===== src/rtl/pbm_pkg.sv =====
package pbm_pkg;

  localparam int BANK_W = 7;
  localparam int BANKS  = 4;

  typedef enum logic [1:0] {
    GRAN_32K    = 2'd0,
    GRAN_16K    = 2'd1,
    GRAN_8K     = 2'd2,
    GRAN_8K_REV = 2'd3
  } granT;

  // strobes from control to the register datapath
  typedef struct packed {
    logic [BANKS-1:0] bankLoad;
    logic             modeLoad;
    logic [7:0]       data;
  } pbmStrobeT;

  // address region decode
  typedef struct packed {
    logic       upperHit;
    logic       winRange;
    logic [1:0] slot;
  } pbmRegionT;

  function automatic logic [BANK_W-1:0] reverseBank(input logic [BANK_W-1:0] v);
    logic [BANK_W-1:0] r;
    r    = '0;
    r[6] = v[0];
    r[5] = v[1];
    r[4] = v[2];
    r[2] = v[4];
    r[1] = v[5];
    r[0] = v[6];
    return r;
  endfunction

endpackage


===== src/rtl/pbm_ctrl.sv =====
module pbm_ctrl
  import pbm_pkg::*;
(
  input  logic             bankWe,
  input  logic             modeWe,
  input  logic [1:0]       wrIdx,
  input  logic [7:0]       wrData,
  input  logic [15:0]      cpuAddr,
  output pbmStrobeT        strobe,
  output pbmRegionT        region
);

  genvar gi;
  generate
    for (gi = 0; gi < BANKS; gi++) begin : g_dec
      assign strobe.bankLoad[gi] = bankWe && (wrIdx == gi[1:0]);
    end
  endgenerate

  assign strobe.modeLoad = modeWe;
  assign strobe.data     = wrData;

  assign region.upperHit = cpuAddr[15];
  assign region.winRange = (cpuAddr[15:13] == 3'b011);
  assign region.slot     = cpuAddr[14:13];

  logic unusedLowAddr;
  assign unusedLowAddr = ^cpuAddr[12:0];

endmodule


===== src/rtl/pbm_regs.sv =====
module pbm_regs
  import pbm_pkg::*;
(
  input  logic                         clk,
  input  logic                         rst_n,
  input  pbmStrobeT                    strobe,
  output logic [BANKS-1:0][BANK_W-1:0] bankQ,
  output granT                         gran,
  output logic                         lastSel,
  output logic                         winOn
);

  genvar gi;
  generate
    for (gi = 0; gi < BANKS; gi++) begin : g_bank
      always_ff @(posedge clk) begin
        if (!rst_n)                    bankQ[gi] <= '0;
        else if (strobe.bankLoad[gi])  bankQ[gi] <= strobe.data[BANK_W-1:0];
      end


      bank_load_chk: assert property (@(posedge clk) disable iff (!rst_n)
        strobe.bankLoad[gi] |=> bankQ[gi] == $past(strobe.data[BANK_W-1:0]));


      bank_hold_chk: assert property (@(posedge clk) disable iff (!rst_n)
        !strobe.bankLoad[gi] |=> $stable(bankQ[gi]));
    end
  endgenerate

  always_ff @(posedge clk) begin
    if (!rst_n) begin
      gran    <= GRAN_32K;
      lastSel <= 1'b0;
      winOn   <= 1'b0;
    end else if (strobe.modeLoad) begin
      gran    <= granT'(strobe.data[1:0]);
      lastSel <= strobe.data[2];
      winOn   <= strobe.data[7];
    end
  end


  mode_load_chk: assert property (@(posedge clk) disable iff (!rst_n)
    strobe.modeLoad |=> {winOn, lastSel, gran} ==
                        $past({strobe.data[7], strobe.data[2:0]}));

endmodule


===== src/rtl/pbm_xlate.sv =====
module pbm_xlate
  import pbm_pkg::*;
#(
  parameter int PAGE_W = 7
)(
  input  logic                         clk,
  input  logic                         rst_n,
  input  logic [BANKS-1:0][BANK_W-1:0] bankQ,
  input  granT                         gran,
  input  logic                         lastSel,
  input  logic                         winOn,
  input  pbmRegionT                    region,
  output logic [PAGE_W-1:0]            romPage,
  output logic                         romSel,
  output logic                         winEn
);

  localparam int EXT_W = ((PAGE_W > BANK_W) ? PAGE_W : BANK_W) + 2;

  logic [BANKS-1:0][EXT_W-1:0] effBank;
  logic [EXT_W-1:0]            lastVal;
  logic [EXT_W-1:0]            upPage;
  logic [EXT_W-1:0]            winPage;

  genvar gi;
  generate
    for (gi = 0; gi < BANKS; gi++) begin : g_eff
      assign effBank[gi] = (gran == GRAN_8K_REV) ?
                           EXT_W'(reverseBank(bankQ[gi])) : EXT_W'(bankQ[gi]);
    end
  endgenerate

  assign lastVal = lastSel ? effBank[3] : '1;

  always_comb begin
    upPage = '0;
    case (gran)
      GRAN_32K: upPage = (lastVal << 2) + EXT_W'(region.slot);
      GRAN_16K: upPage = ((region.slot[1] ? lastVal : effBank[1]) << 1)
                         + EXT_W'(region.slot[0]);
      default: begin
        case (region.slot)
          2'd0:    upPage = effBank[0];
          2'd1:    upPage = effBank[1];
          2'd2:    upPage = effBank[2];
          default: upPage = lastVal;
        endcase
      end
    endcase
  end

  always_comb begin
    case (gran)
      GRAN_32K: winPage = (effBank[3] << 2) + EXT_W'(3);
      GRAN_16K: winPage = (effBank[3] << 1) + EXT_W'(1);
      default:  winPage = effBank[3];
    endcase
  end

  assign winEn  = region.winRange && winOn;
  assign romSel = region.upperHit || winEn;

  always_comb begin
    if (region.upperHit)   romPage = upPage[PAGE_W-1:0];
    else if (winEn)        romPage = winPage[PAGE_W-1:0];
    else                   romPage = '0;
  end


  win_off_chk: assert property (@(posedge clk) disable iff (!rst_n)
    (!winOn && !region.upperHit) |-> (!romSel && romPage == '0));


  gran32_slot_chk: assert property (@(posedge clk) disable iff (!rst_n)
    (region.upperHit && gran == GRAN_32K) |-> romPage[1:0] == region.slot);


  top_page_chk: assert property (@(posedge clk) disable iff (!rst_n)
    (region.upperHit && gran[1] && !lastSel && region.slot == 2'd3)
      |-> romPage == '1);


  win_odd_chk: assert property (@(posedge clk) disable iff (!rst_n)
    (winEn && gran == GRAN_16K) |-> (romPage[0] && romSel));

endmodule


===== src/rtl/prg_bank_mapper.sv =====
module prg_bank_mapper
  import pbm_pkg::*;
#(
  parameter int PAGE_W = 7
)(
  input  logic              clk,
  input  logic              rst_n,
  input  logic              bankWe,
  input  logic              modeWe,
  input  logic [1:0]        wrIdx,
  input  logic [7:0]        wrData,
  input  logic [15:0]       cpuAddr,
  output logic [PAGE_W-1:0] romPage,
  output logic              romSel,
  output logic              winEn
);

  pbmStrobeT                    strobe;
  pbmRegionT                    region;
  logic [BANKS-1:0][BANK_W-1:0] bankQ;
  granT                         gran;
  logic                         lastSel;
  logic                         winOn;

  pbm_ctrl u_ctrl (
    .bankWe  (bankWe),
    .modeWe  (modeWe),
    .wrIdx   (wrIdx),
    .wrData  (wrData),
    .cpuAddr (cpuAddr),
    .strobe  (strobe),
    .region  (region)
  );

  pbm_regs u_regs (
    .clk     (clk),
    .rst_n   (rst_n),
    .strobe  (strobe),
    .bankQ   (bankQ),
    .gran    (gran),
    .lastSel (lastSel),
    .winOn   (winOn)
  );

  pbm_xlate #(.PAGE_W(PAGE_W)) u_xlate (
    .clk     (clk),
    .rst_n   (rst_n),
    .bankQ   (bankQ),
    .gran    (gran),
    .lastSel (lastSel),
    .winOn   (winOn),
    .region  (region),
    .romPage (romPage),
    .romSel  (romSel),
    .winEn   (winEn)
  );


  sel_range_chk: assert property (@(posedge clk) disable iff (!rst_n)
    romSel |-> (cpuAddr[15] || cpuAddr[14:13] == 2'b11));


  win_sel_chk: assert property (@(posedge clk) disable iff (!rst_n)
    winEn |-> (romSel && !cpuAddr[15]));

endmodule


===== config.mk =====
export PLATFORM = sky130hd
export DESIGN_NAME = prg_bank_mapper
export DESIGN_NICKNAME = d
export VERILOG_FILES = /design/src/rtl/pbm_pkg.sv /design/src/rtl/pbm_ctrl.sv /design/src/rtl/pbm_regs.sv /design/src/rtl/pbm_xlate.sv /design/src/rtl/prg_bank_mapper.sv
export SDC_FILE = /design/constraint.sdc
export NUM_CORES = 1
export LEC_CHECK = 0
export BUFFER_PORTS_ARGS = -buffer_cell sky130_fd_sc_hd__buf_2
export CELL_PAD_IN_SITES_DETAIL_PLACEMENT = 0
export CELL_PAD_IN_SITES_GLOBAL_PLACEMENT = 1
export CORE_MARGIN = 2
export CORE_UTILIZATION = 42
export CTS_CLUSTER_DIAMETER = 150
export DETAILED_ROUTE_END_ITERATION = 7
export HOLD_SLACK_MARGIN = 0.15
export PLACE_DENSITY_LB_ADDON = 0.1
export SLEW_MARGIN = 5
export SYNTH_ARGS = -nofsm -noshare
export SYNTH_HDL_FRONTEND = slang
export SYNTH_SLANG_ARGS = --single-unit

===== constraint.sdc =====
create_clock -name clk -period 2.1 [get_ports clk]
set_input_delay 0.42 -clock clk [delete_from_list [all_inputs] [get_ports clk]]
set_output_delay 0.42 -clock clk [all_outputs]
set_load 0.05 [all_outputs]

==> summary.md <==
| Metric | Value |
|---|---|
| FILL cells | 449 |
| Cell with the most instances after synthesis | mux2i_1 |
| Post-synth EDFFs | 0 |
| Max incr delay on CP | 0.50 ns |
| Final-report max-slew violation count | 0 |
| Area grow syn2layout | 26.78% |
| Mapped Cells | 235 |
| Drc violations | 0 |
| Startpoint types | flip-flop |
| Tmin final | 2.385 ns |
| Critical Path RT | 1.68 ns |
| Worst r2r path cells | 3 |
| Seq cells post-synth | 32 |
| Async SR Flop Fraction | 0 |
| Internal | 1.021 mW |
| Post-synth top area share | 0.3033 |
| Vias per cell | 5.452 |
| CP Depth | 5 |
| GRT Util Overall | 0.2271 |
| Worst Setup Slack, final | -0.2846 ns |
| Clock Power Share | 0.296 |
| Worst path cell trace | nand2_4 -> mux4_2 -> o22a_1 -> a221o_2 -> buf_8 |
| Max-cap violations | 0 |
| Final instance area | 2678 um^2 |
| Slew @ Worst Pin | 0.5867 ns |
| Post-Route WL | 5619 um |
| Worst-skew pair later-pin latency | 0.27 ns |
| Net Switching | 436.8 uW |
| Switch share | 0.2996 |
| # hold bufs at CTS | 0 |
| N_diodes | 0 |
| GP Congestion | 0.8820 |
| Final Hold Fails | 0 |
| Number of global-route vias before repair | 1796 |
| Clock sinks | 32 |
| Final ANT Viol Nets | 0 |
| Register area share after synthesis | 0.3033 |
| Worst slew margin | 0.6077 |
| Mapped Avg Cell Area | 8.987 um^2 |
| Number of setup violations in the final report | 7 |
| Worst-path fanout max | 4 |
| Layout cell share with drive strength beyond 1 | 0.3225 |
| Multi-input gate area | 1450 um^2 |
| Crit path DAT | 1.96 ns |
| Die area | 5612 um^2 |
| Reg area | 643.1 um^2 |
| Cell variety after synth | 40 |
| CTS Buf Count | 5 |
| Root Buffer | clkbuf_8 |
| Die height | 74.91 um |
| RSZ-0062 raised after global routing | yes |
| Biggest area consumer among synthesized cells | dfxtp_1 |
| Worst VDD drop | 383.8 uV |
| Top delay family on crit path | compound AO/OA/AOI/OAI gates |
| Min-Delay Path Class | primary input to flip-flop |
| Crit end category | output port |
| Failing checks | negative setup slack |
| Die W | 74.91 um |
| Dominant cells by area after synthesis | dfxtp_1 30%, mux2i_1 20%, nor2b_1 11%, a211oi_1 3.2%, mux4_2 3.2% |
| Inst Count DP | 336 |
| Initial antenna violation count | 0 |
| Layout Cells excl Fill | 343 |
| Synth warn | 0 |
| CTS tree | done |
| Overflow after GRT | 0 |
| 1st-iter DRT viols | 63 |
| Status | complete, but fails checks |
| Htree depth | 2 |
| Cell Rows | 25 |
| CP bufs+invs | 1 |
| Num ports | 39 |
| Global-route wire length before repair | 9432 um |
| Placed cell area | 2507 um^2 |
| Wire per inst | 16.38 um |
| CP max stage cell | mux4_2 |
| Main synth FF type | dfxtp_1 |
| Synth top cells by count | 42 x mux2i_1, 36 x nor2b_1, 32 x dfxtp_1, 13 x a21oi_1, 10 x clkbuf_1 |
| TritonRoute pass-1 iters | 4 |
| Vias | 1870 |
| Hpwl dp | 4373 um |
| Hold path depth | 3 |
| Leak | 1.146 nW |
| Critical path type | flip-flop to output port |
| Syn Nets | 265 |
| Fin crit share | 1.136 |
| Nets@finish | 306 |
| I/O Buffers | 25 |
| Synthesized cell area | 2112 um^2 |
| Reg power frac | 0.450 |
| Fmax achieved | 0.4194 GHz |
| Clock transition at path regs | 0.06 ns |
| Core region area | 4786 um^2 |
| Worst Clk Skew | 0 ns |
| Core Util, Final | 0.5595 |
| Largest net degree at the start of global routing | 33 |
| Comb power frac | 0.254 |
| PD cells | 544.6 nW/um^2 |
| Bufs on Longest Clock Path | 2 |
| Starting Density | 0.4413 |
[cells by family after synthesis]
logic type | count (synthesis) | synth area share
and+or+nand+nor | 71 | 0.2038
DFF | 32 | 0.3033
AOI/OAI and AO/OA | 58 | 0.1884
muxes | 48 | 0.2470
buffers and inverters | 26 | 0.05746
[power groups by stage]
stage               combinational, mW  clock, mW  sequential [mW]
CTS                             0.365      0.448            0.656
finish                          0.370      0.432            0.656
global route                    0.400      0.477            0.659
detailed placement              0.346          0            0.668
floorplan                       0.252          0            0.657
global placement                0.345          0            0.668
[cells in the final DEF, fill, tap and decap left out, types with 2 or more instances in the layout]
cell,instances
nor3b_1,5
a31oi_1,2
nand3_1,3
mux2_2,3
and3_1,4
mux2i_1,42
dfxtp_1,30
a211oi_2,2
buf_2,19
a21oi_1,13
a221o_2,4
dfxtp_2,2
a211oi_1,6
o22ai_1,8
nand3b_1,2
nand2b_1,5
nor2b_1,36
nor2_1,2
buf_4,32
a31o_2,2
inv_1,3
nand2_1,9
clkbuf_8,5
buf_6,3
a211o_1,2
mux4_2,3
o21ai_0,6
[sequential cells by signal, summed over array words and instances (netlist names)]
name,cells
u_regs.winOn,1
u_regs.bankQ,28
u_regs.gran,2
u_regs.lastSel,1
[per-layer routing]
metal / global-route usage / part of all wire
met5: 0 / 0
met4: 0.08532 / 0.022
met3: 0.04953 / 0.031
met2: 0.3519 / 0.45
met1: 0.3100 / 0.50
[what timing repair did]
item | 4_1_cts | 5_1_grt
gates resized for setup | 19 | 5
pin swaps | 3 | 2
endpoints found under the setup margin | 7 | 7
setup buffers | 0 | 0
gates cloned | 0 | 0
[path summary, 6_finish.rpt]
path | startpoint | endpoint | slack (ns)
min | wrData[7] | u_regs.winOn$_SDFFE_PN0P_ | 0.40
max | u_regs.gran[0]$_SDFFE_PN0P_ | romPage[5] | -0.28
min reg2reg | u_regs.bankQ[3]$_SDFFE_PN0P_ | u_regs.bankQ[3]$_SDFFE_PN0P_ | 0.53
max reg2reg | u_regs.bankQ[21]$_SDFFE_PN0P_ | u_regs.bankQ[21]$_SDFFE_PN0P_ | 1.26
[through the flow]
stage / worst slack [ns] / hold slack, ns / power, mW / setup TNS (ns)
after floorplan: -0.1127 / 0.4836 / 0.9087 / -0.3347
after global routing: -0.3615 / 0.4218 / 1.536 / -2.022
after CTS: -0.2918 / 0.3981 / 1.469 / -1.516
final: -0.2846 / 0.4046 / 1.458 / -1.446
after detailed placement: -0.1731 / 0.5205 / 1.014 / -0.8550
after global placement: -0.1796 / 0.5051 / 1.013 / -0.8680
[final cells by class]
| type | instances | area share |
|---|---|---|
| timing repair buffer | 56 | 0.1509 |
| clock inverter | 1 | 0.001869 |
| multi-input combinational | 177 | 0.5416 |
| inverter | 4 | 0.007009 |
| tap | 67 | 0.03131 |
| sequential | 32 | 0.2402 |
| clock buffer | 6 | 0.02710 |
[worst reg2reg max path, delay by kind of cell (launching register included)]
family | cells | cell delay, ns
and+or+nand+nor | 1 | 0.13
muxes | 1 | 0.07
DFF | 1 | 0.40
buffers and inverters | 1 | 0.17
(Power assumes the default switching activity.)
